## src/rtl/ctl_ep_pkg.sv

```systemverilog
package ctl_ep_pkg;
  localparam int NUM_DIR = 2;
  localparam int DIR_OUT = 0;
  localparam int DIR_IN  = 1;

  typedef enum logic [1:0] {
    TOK_SETUP = 2'd0,
    TOK_IN    = 2'd1,
    TOK_OUT   = 2'd2,
    TOK_RSVD  = 2'd3
  } tok_e;

  typedef enum logic [2:0] {
    RSP_NONE  = 3'd0,
    RSP_ACK   = 3'd1,
    RSP_NAK   = 3'd2,
    RSP_STALL = 3'd3,
    RSP_NYET  = 3'd4,
    RSP_DATA  = 3'd5
  } resp_e;

  // strobes from the decision logic to the state keeper
  typedef struct packed {
    logic               setup;
    logic [NUM_DIR-1:0] consume;
  } ep_strobe_t;
endpackage

```

## src/rtl/ctl_ep_state.sv

```systemverilog
module ctl_ep_state
  import ctl_ep_pkg::*;
#(
  parameter int PRIME_LAT = 3
) (
  input  logic               clk,
  input  logic               rstN,
  input  ep_strobe_t         strobe,
  input  logic [NUM_DIR-1:0] primeReq,
  input  logic [NUM_DIR-1:0] stallSet,
  input  logic               setupClr,
  output logic [NUM_DIR-1:0] pend,
  output logic [NUM_DIR-1:0] ready,
  output logic [NUM_DIR-1:0] stall,
  output logic               setupStat
);
  localparam int CNT_W = $clog2(PRIME_LAT + 1);
  localparam logic [CNT_W-1:0] CNT_LOAD = CNT_W'(PRIME_LAT - 1);

  for (genvar d = 0; d < NUM_DIR; d++) begin : g_dir
    logic [CNT_W-1:0] cnt;
    logic             failed;

    always_ff @(posedge clk) begin
      if (!rstN) begin
        pend[d]  <= 1'b0;
        ready[d] <= 1'b0;
        cnt      <= '0;
        failed   <= 1'b0;
      end else if (pend[d]) begin
        if (strobe.setup) failed <= 1'b1;
        if (cnt == '0) begin
          pend[d]  <= 1'b0;
          ready[d] <= !(failed || strobe.setup);
        end else begin
          cnt <= cnt - 1'b1;
        end
      end else if (primeReq[d]) begin
        pend[d]  <= 1'b1;
        cnt      <= CNT_LOAD;
        failed   <= strobe.setup;
        ready[d] <= 1'b0;
      end else if (strobe.setup || strobe.consume[d]) begin
        ready[d] <= 1'b0;
      end
    end

    always_ff @(posedge clk) begin
      if (!rstN) stall[d] <= 1'b0;
      else       stall[d] <= stallSet[d] || (stall[d] && !strobe.setup);
    end

    assert_setup_drops_ready_R6: assert property (@(posedge clk) disable iff (!rstN)
      strobe.setup |=> !ready[d]);
    assert_setup_unstalls_R8: assert property (@(posedge clk) disable iff (!rstN)
      (strobe.setup && !stallSet[d]) |=> !stall[d]);
  end

  always_ff @(posedge clk) begin
    if (!rstN) setupStat <= 1'b0;
    else       setupStat <= strobe.setup || (setupStat && !setupClr);
  end

  assert_setup_flag_R7: assert property (@(posedge clk) disable iff (!rstN)
    strobe.setup |=> setupStat);
endmodule

```

## src/rtl/ctl_ep_decide.sv

```systemverilog
module ctl_ep_decide
  import ctl_ep_pkg::*;
(
  input  logic               clk,
  input  logic               rstN,
  input  logic               tokValid,
  input  tok_e               tokType,
  input  logic               lastDesc,
  input  logic               xferErr,
  input  logic [NUM_DIR-1:0] ready,
  input  logic [NUM_DIR-1:0] stall,
  output ep_strobe_t         strobe,
  output logic               respValid,
  output resp_e              resp,
  output logic               errPulse
);
  resp_e nextResp;
  logic  nextValid;
  logic  nextErr;

  always_comb begin
    strobe    = '0;
    nextResp  = RSP_NONE;
    nextValid = 1'b0;
    nextErr   = 1'b0;
    if (tokValid) begin
      unique case (tokType)
        TOK_SETUP: begin
          nextValid    = 1'b1;
          nextResp     = RSP_ACK;
          strobe.setup = 1'b1;
        end
        TOK_IN: begin
          nextValid = 1'b1;
          if (stall[DIR_IN])       nextResp = RSP_STALL;
          else if (!ready[DIR_IN]) nextResp = RSP_NAK;
          else if (xferErr)        nextErr  = 1'b1;
          else begin
            nextResp               = RSP_DATA;
            strobe.consume[DIR_IN] = lastDesc;
          end
        end
        TOK_OUT: begin
          nextValid = 1'b1;
          if (stall[DIR_OUT])       nextResp = RSP_STALL;
          else if (!ready[DIR_OUT]) nextResp = RSP_NAK;
          else if (xferErr)         nextErr  = 1'b1;
          else if (lastDesc) begin
            nextResp                = RSP_ACK;
            strobe.consume[DIR_OUT] = 1'b1;
          end else                  nextResp = RSP_NYET;
        end
        default: ;
      endcase
    end
  end

  always_ff @(posedge clk) begin
    if (!rstN) begin
      respValid <= 1'b0;
      resp      <= RSP_NONE;
      errPulse  <= 1'b0;
    end else begin
      respValid <= nextValid;
      resp      <= nextResp;
      errPulse  <= nextErr;
    end
  end

  assert_setup_ack_R1: assert property (@(posedge clk) disable iff (!rstN)
    (tokValid && tokType == TOK_SETUP) |=> (respValid && resp == RSP_ACK));
  assert_in_stall_wins_R8: assert property (@(posedge clk) disable iff (!rstN)
    (tokValid && tokType == TOK_IN && stall[DIR_IN]) |=> (resp == RSP_STALL));
  assert_err_silent_R9: assert property (@(posedge clk) disable iff (!rstN)
    errPulse |-> (respValid && resp == RSP_NONE));
  assert_err_single_R9: assert property (@(posedge clk) disable iff (!rstN)
    (errPulse && !tokValid) |=> !errPulse);
endmodule

```

## src/rtl/ctl_ep_responder.sv

```systemverilog
module ctl_ep_responder
  import ctl_ep_pkg::*;
#(
  parameter int PRIME_LAT = 3
) (
  input  logic       clk,
  input  logic       rstN,
  input  logic       tokValid,
  input  logic [1:0] tokType,
  input  logic       lastDesc,
  input  logic       xferErr,
  input  logic [1:0] primeReq,
  input  logic [1:0] stallSet,
  input  logic       setupClr,
  output logic       respValid,
  output logic [2:0] resp,
  output logic       errPulse,
  output logic [1:0] primePend,
  output logic [1:0] epReady,
  output logic [1:0] epStall,
  output logic       setupStat
);
  ep_strobe_t strobe;
  resp_e      respE;

  ctl_ep_decide u_decide (
    .clk      (clk),
    .rstN     (rstN),
    .tokValid (tokValid),
    .tokType  (tok_e'(tokType)),
    .lastDesc (lastDesc),
    .xferErr  (xferErr),
    .ready    (epReady),
    .stall    (epStall),
    .strobe   (strobe),
    .respValid(respValid),
    .resp     (respE),
    .errPulse (errPulse)
  );

  ctl_ep_state #(.PRIME_LAT(PRIME_LAT)) u_state (
    .clk      (clk),
    .rstN     (rstN),
    .strobe   (strobe),
    .primeReq (primeReq),
    .stallSet (stallSet),
    .setupClr (setupClr),
    .pend     (primePend),
    .ready    (epReady),
    .stall    (epStall),
    .setupStat(setupStat)
  );

  assign resp = respE;
endmodule

```

## config.mk

```make
export PLATFORM = sky130hd
export DESIGN_NAME = ctl_ep_responder
export DESIGN_NICKNAME = d
export VERILOG_FILES = /design/src/rtl/ctl_ep_pkg.sv /design/src/rtl/ctl_ep_state.sv /design/src/rtl/ctl_ep_decide.sv /design/src/rtl/ctl_ep_responder.sv
export SDC_FILE = /design/constraint.sdc
export NUM_CORES = 1
export LEC_CHECK = 0
export BUFFER_PORTS_ARGS = -buffer_cell sky130_fd_sc_hd__buf_2
export CORE_MARGIN = 1
export CORE_UTILIZATION = 52
export CTS_BUF_LIST = sky130_fd_sc_hd__clkbuf_16
export CTS_CLUSTER_SIZE = 24
export DETAILED_ROUTE_END_ITERATION = 8
export GPL_TIMING_DRIVEN = 0
export PLACE_DENSITY = 0.79
export REMOVE_ABC_BUFFERS = 1
export SYNTH_ARGS = -nofsm -noshare
export SYNTH_HDL_FRONTEND = slang
export SYNTH_HIERARCHICAL = 1
export SYNTH_SLANG_ARGS = --single-unit
```

## constraint.sdc

```tcl
create_clock -name clk -period 2.66 [get_ports clk]
set_clock_uncertainty 0.15 [all_clocks]
set_input_delay 0.532 -clock clk [delete_from_list [all_inputs] [get_ports clk]]
set_output_delay 0.532 -clock clk [all_outputs]
set_load 0.05 [all_outputs]
```

### Yosys cells after proc, flatten, opt, wreduce, memory -nomap -nowiden

Cells that the tools add are included.

* logic and storage cells: 104
* bits of input ports: 12
* register bits: 18

* reduce and logical (&&, ||, !) cells: 29
* $add $sub $neg: 2
* mux-type cells: 51
* equal/unequal tests: 8

Operators with widths (count)
* two-way mux 1 bit: 35
* two-way mux 3 bit: 8
* AND reduction 2 bit: 7
* two-way mux 2 bit: 6
* case mux 3 bit (3 select lines): 1
* inequality test 2 bit, second input constant: 4
* logical OR 1 bit: 7
* zero test 2 bit: 3
* nonzero test 3 bit: 2
* zero test 1 bit: 4
* inequality test 2 x 1 -> 1 bit, second input constant: 2
* nonzero test 2 bit: 2
* subtractor 2 x 1 -> 2 bit, second input constant: 2
* logical AND 1 bit: 3
* OR reduction 3 bit: 1
* == test 2 x 1 -> 1 bit, second input constant: 1
* == test 2 bit, second input constant: 1
* case mux 1 bit (2 select lines): 1

### Longest topological paths before layout

* word-level depth: 10
* gate-level depth with buffers: 7
* gate-level depth less buffers: 7

### Modules after synthesis

The synthesis kept the hierarchy.

Modules (own cells, without submodules)
* ctl_ep_state: area each 539.3 sq um, cells an instance 60, instances 1
* ctl_ep_decide: area each 285.3 sq um, cells an instance 32, instances 1

### Least setup slack after synthesis

Ideal clock, no wire load.

* kind: in2reg
* from: input tokType[0]
* to: register u_state.ready[1]
* setup time: 70 ps
* slack: 1031 ps
* stages: 6
* data arrival time: 1409 ps
* data required time: 2440 ps
* cell sequence: inv_1 -> ha_1 -> and2_1 -> nor4_1 -> o21ai_0 -> a21oi_1

RTL lines
* from (decl): line ctl_ep_responder.sv:9 `input logic [1:0] tokType,`
* to (signal, indexed assignment): line ctl_ep_state.sv:34 `ready[d] <= !(failed || strobe.setup);`
* to (decl): line ctl_ep_state.sv:13 `output logic [NUM_DIR-1:0] ready,`

==> impl_results.rst <==
.. list-table::
   :header-rows: 1

   * - Metric
     - Value
   * - Synth warn
     - 6
   * - Area of combinational cells with multiple inputs
     - 410 um2
   * - Placement Rows
     - 14
   * - Final Critical Period
     - 1.70 ns
   * - Starting Density
     - 55.4%
   * - Outcome
     - finished, final reports clean
   * - Die ar.
     - 0.00175 mm2
   * - Dpl cells
     - 130
   * - Final setup TNS
     - 0 ns
   * - Met1 wire length
     - 786 um
   * - Max H-tree Level
     - 1
   * - Register area
     - 360 um2
   * - Nets
     - 137
   * - Fraction of the cycle the final worst path needs
     - 64.1%
   * - Worst path max stage delay
     - 0.34 ns
   * - Width of the die
     - 41.8 um
   * - Clock buffer count from CTS
     - 3
   * - Port buffer count
     - 23
   * - Worst Path Required
     - 2.69 ns
   * - Final Non-Filler Cells
     - 134
   * - Routed Wire Length
     - 1820 um
   * - Fraction of final layout cells with drive strength greater than 1
     - 26.3%
   * - Number of standard cells after synthesis
     - 92
   * - Clock Root Buffer
     - sky130_fd_sc_hd__clkbuf_16
   * - Mean number of vias per cell
     - 5.46
   * - Crit path launch type
     - primary input
   * - Power density over cell area
     - 701 mW/mm2
   * - Critical Path, Cell by Cell
     - buf_2 -> inv_1 -> ha_1 -> and2_1 -> nor4_1 -> o21ai_0 -> a21oi_1
   * - Leakage power figure
     - 0.000457 uW
   * - Worst-case hold slack
     - 0.315 ns
   * - Max Buffers Root-to-Sink
     - 2
   * - Post-synthesis sequential area ratio
     - 43.7%
   * - Top delay family on crit path
     - simple AND/OR/NAND/NOR gates
   * - Max-slew headroom
     - 73.9%
   * - Number of top-level design ports
     - 24
   * - Number of hold violations in the final report
     - 0
   * - Least-Margin Pin Slew
     - 0.390 ns
   * - Uppermost routed layer
     - met4
   * - Total of cells resized after clock tree synthesis
     - 0
   * - Type of destination of the critical path
     - flop
   * - Type of the most critical hold path
     - flop to flop
   * - HPWL Detailed
     - 1230 um
   * - Highest attainable clock frequency
     - 587 MHz
   * - Post-synthesis area per instance
     - 8.96 um2
   * - Fillers
     - 122
   * - Weighted congestion at the end of routability-driven global placement
     - 0.834
   * - Area growth syn-to-layout
     - 25.3%
   * - TritonCTS Sinks
     - 18
   * - Largest area contributor in the synthesized netlist
     - sky130_fd_sc_hd__dfxtp_1
   * - Antenna viol nets, final
     - 0
   * - Arr. time, crit path
     - 1.73 ns
   * - Number of antenna violations at the first check in global routing
     - 0
   * - Largest net degree at the start of global routing
     - 12
   * - Per-cell routed wire length
     - 13.6 um
   * - Overflow after GRT
     - 0
   * - Placed Area
     - 955 um2
   * - Number of distinct library cell variants in the gate-level netlist after synthesis
     - 21
   * - Fin area
     - 0.00103 mm2
   * - Max Cap Viol
     - 0
   * - Clock-pin transition on the worst setup and hold timing paths
     - 0.05 ns
   * - Drt first-iter violations
     - 15
   * - Via count of the first global-routing pass
     - 708
   * - Synth area leaders
     - sky130_fd_sc_hd__dfxtp_1, sky130_fd_sc_hd__ha_1, sky130_fd_sc_hd__a21oi_1
   * - Post-CTS setup-driven buffer insertion count
     - 0
   * - Clock tree from TritonCTS
     - yes
   * - Met2 WL post-DR
     - 956 um
   * - Worst Path Buf+Inv
     - 2
   * - Final routed DRC violation total
     - 0
   * - Category of the critical setup timing path
     - primary input to flop
   * - GRT Total Usage
     - 23.5%
   * - Netlist area before placement
     - 825 um2
   * - Yosys top cell area share
     - 43.7%
   * - Number of vias after detailed routing
     - 731
   * - #FFs+latches synth
     - 18
   * - Setup repair after global routing missed its margin
     - false
   * - Initial DRT Pass Iterations
     - 4
   * - Final max-slew violation count
     - 0
   * - CP max-delay cell
     - sky130_fd_sc_hd__nor4_1
   * - Worst skew pair latency
     - 0.24 ns
   * - Worst vdd ir
     - 0.437 mV
   * - Maximum fanout encountered on the critical timing path
     - 7
   * - Wire length of the first global-routing pass
     - 3070 um
   * - Chip Height
     - 41.8 um
   * - Floorplan Core Area
     - 0.00149 mm2
   * - Hold Buf Count CTS
     - 0
   * - Final setup vio count
     - 0
   * - Final antenna diode count
     - 0
   * - Total length of routed met3 wires
     - 59 um
==> where the power goes <==
part | switching [uW] | internal, uW | total, uW
Sequential | 16.0 | 288 | 304
Clock | 96.9 | 200 | 296
Combinational | 81.3 | 43.3 | 125
Total | 194 | 531 | 725
==> synthesized netlist by cell type <==
library cell / n
sky130_fd_sc_hd__nand2b_1: 1
sky130_fd_sc_hd__nor4_1: 2
sky130_fd_sc_hd__dfxtp_1: 18
sky130_fd_sc_hd__and2_1: 1
sky130_fd_sc_hd__o21a_1: 4
sky130_fd_sc_hd__o21ai_0: 6
sky130_fd_sc_hd__a211oi_1: 2
sky130_fd_sc_hd__ha_1: 6
sky130_fd_sc_hd__nor3_2: 1
sky130_fd_sc_hd__nand3b_1: 4
sky130_fd_sc_hd__and2b_1: 2
sky130_fd_sc_hd__and2_2: 2
sky130_fd_sc_hd__buf_2: 1
sky130_fd_sc_hd__a32oi_1: 1
sky130_fd_sc_hd__a221oi_1: 1
sky130_fd_sc_hd__a211oi_2: 2
sky130_fd_sc_hd__a21oi_1: 11
sky130_fd_sc_hd__nor2_1: 9
sky130_fd_sc_hd__inv_1: 13
sky130_fd_sc_hd__nand4_1: 3
sky130_fd_sc_hd__nor3b_1: 2
==> worst paths after layout <==
kind	from	end	slack [ns]	cells after the start
max	tokType[1]	u_state/ready[0]$_SDFFE_PN0P_	0.96	7
min	u_state/g_dir[1].cnt[1]$_SDFFE_PN0P_	u_state/g_dir[1].cnt[1]$_SDFFE_PN0P_	0.32	1
max reg2reg	u_state/g_dir[0].cnt[0]$_SDFFE_PN0P_	u_state/g_dir[0].cnt[0]$_SDFFE_PN0P_	1.30	5
min reg2reg	u_state/g_dir[1].cnt[1]$_SDFFE_PN0P_	u_state/g_dir[1].cnt[1]$_SDFFE_PN0P_	0.32	1
==> cells by family after synthesis <==
| kind of cell | after synthesis | synth area share, % |
|---|---|---|
| AOI/OAI and AO/OA | 27 | 20.9 |
| and+or+nand+nor | 27 | 19.7 |
| DFF | 18 | 43.7 |
| buffers and inverters | 14 | 6.52 |
| adders and majority gates | 6 | 9.10 |
==> routing by layer <==
metal	track usage, %	vias up
li1	-	373
met1	25.3	342
met2	41.6	14
met3	4.78	2
met4	14.2	0
met5	0	-
==> stage by stage <==
stage / util (%) / power (uW) / setup WS, ns
global route: 69.4 / 761 / 0.900
CTS: 69.4 / 734 / 0.962
detailed placement: 64.1 / 432 / 0.812
floorplan: - / 396 / 1.03
global placement: 64.1 / 426 / 0.865
finish: 69.4 / 725 / 0.956
==> final cells by class <==
| type | instances | area share [%] |
|---|---|---|
| Clock buffer | 3 | 7.26 |
| Clock inverter | 1 | 0.363 |
| Inverter | 13 | 4.72 |
| Multi-Input combinational cell | 60 | 39.7 |
| Sequential cell | 18 | 34.9 |
| Tap cell | 16 | 1.94 |
| Timing Repair Buffer | 23 | 11.1 |
==> registers in the layout, summed over array words and instances, names as in the netlist <==
name / flops
u_state/setupStat: 1
u_state/pend: 2
u_state/g_dir.cnt: 4
u_decide/respValid: 1
u_state/g_dir.failed: 2
u_state/ready: 2
u_state/stall: 2
u_decide/resp: 3
u_decide/errPulse: 1
==> cells in the final DEF (no fill, tap or decap), types with 3 or more instances in the layout <==
cell type	instances
sky130_fd_sc_hd__clkbuf_16	3
sky130_fd_sc_hd__nor2_1	9
sky130_fd_sc_hd__nand3b_1	4
sky130_fd_sc_hd__o21a_1	4
sky130_fd_sc_hd__inv_1	13
sky130_fd_sc_hd__dfxtp_1	18
sky130_fd_sc_hd__nand4_1	3
sky130_fd_sc_hd__ha_1	6
sky130_fd_sc_hd__a21oi_1	11
sky130_fd_sc_hd__buf_2	23
sky130_fd_sc_hd__o21ai_0	6
Power figures use the tool's default switching activity.
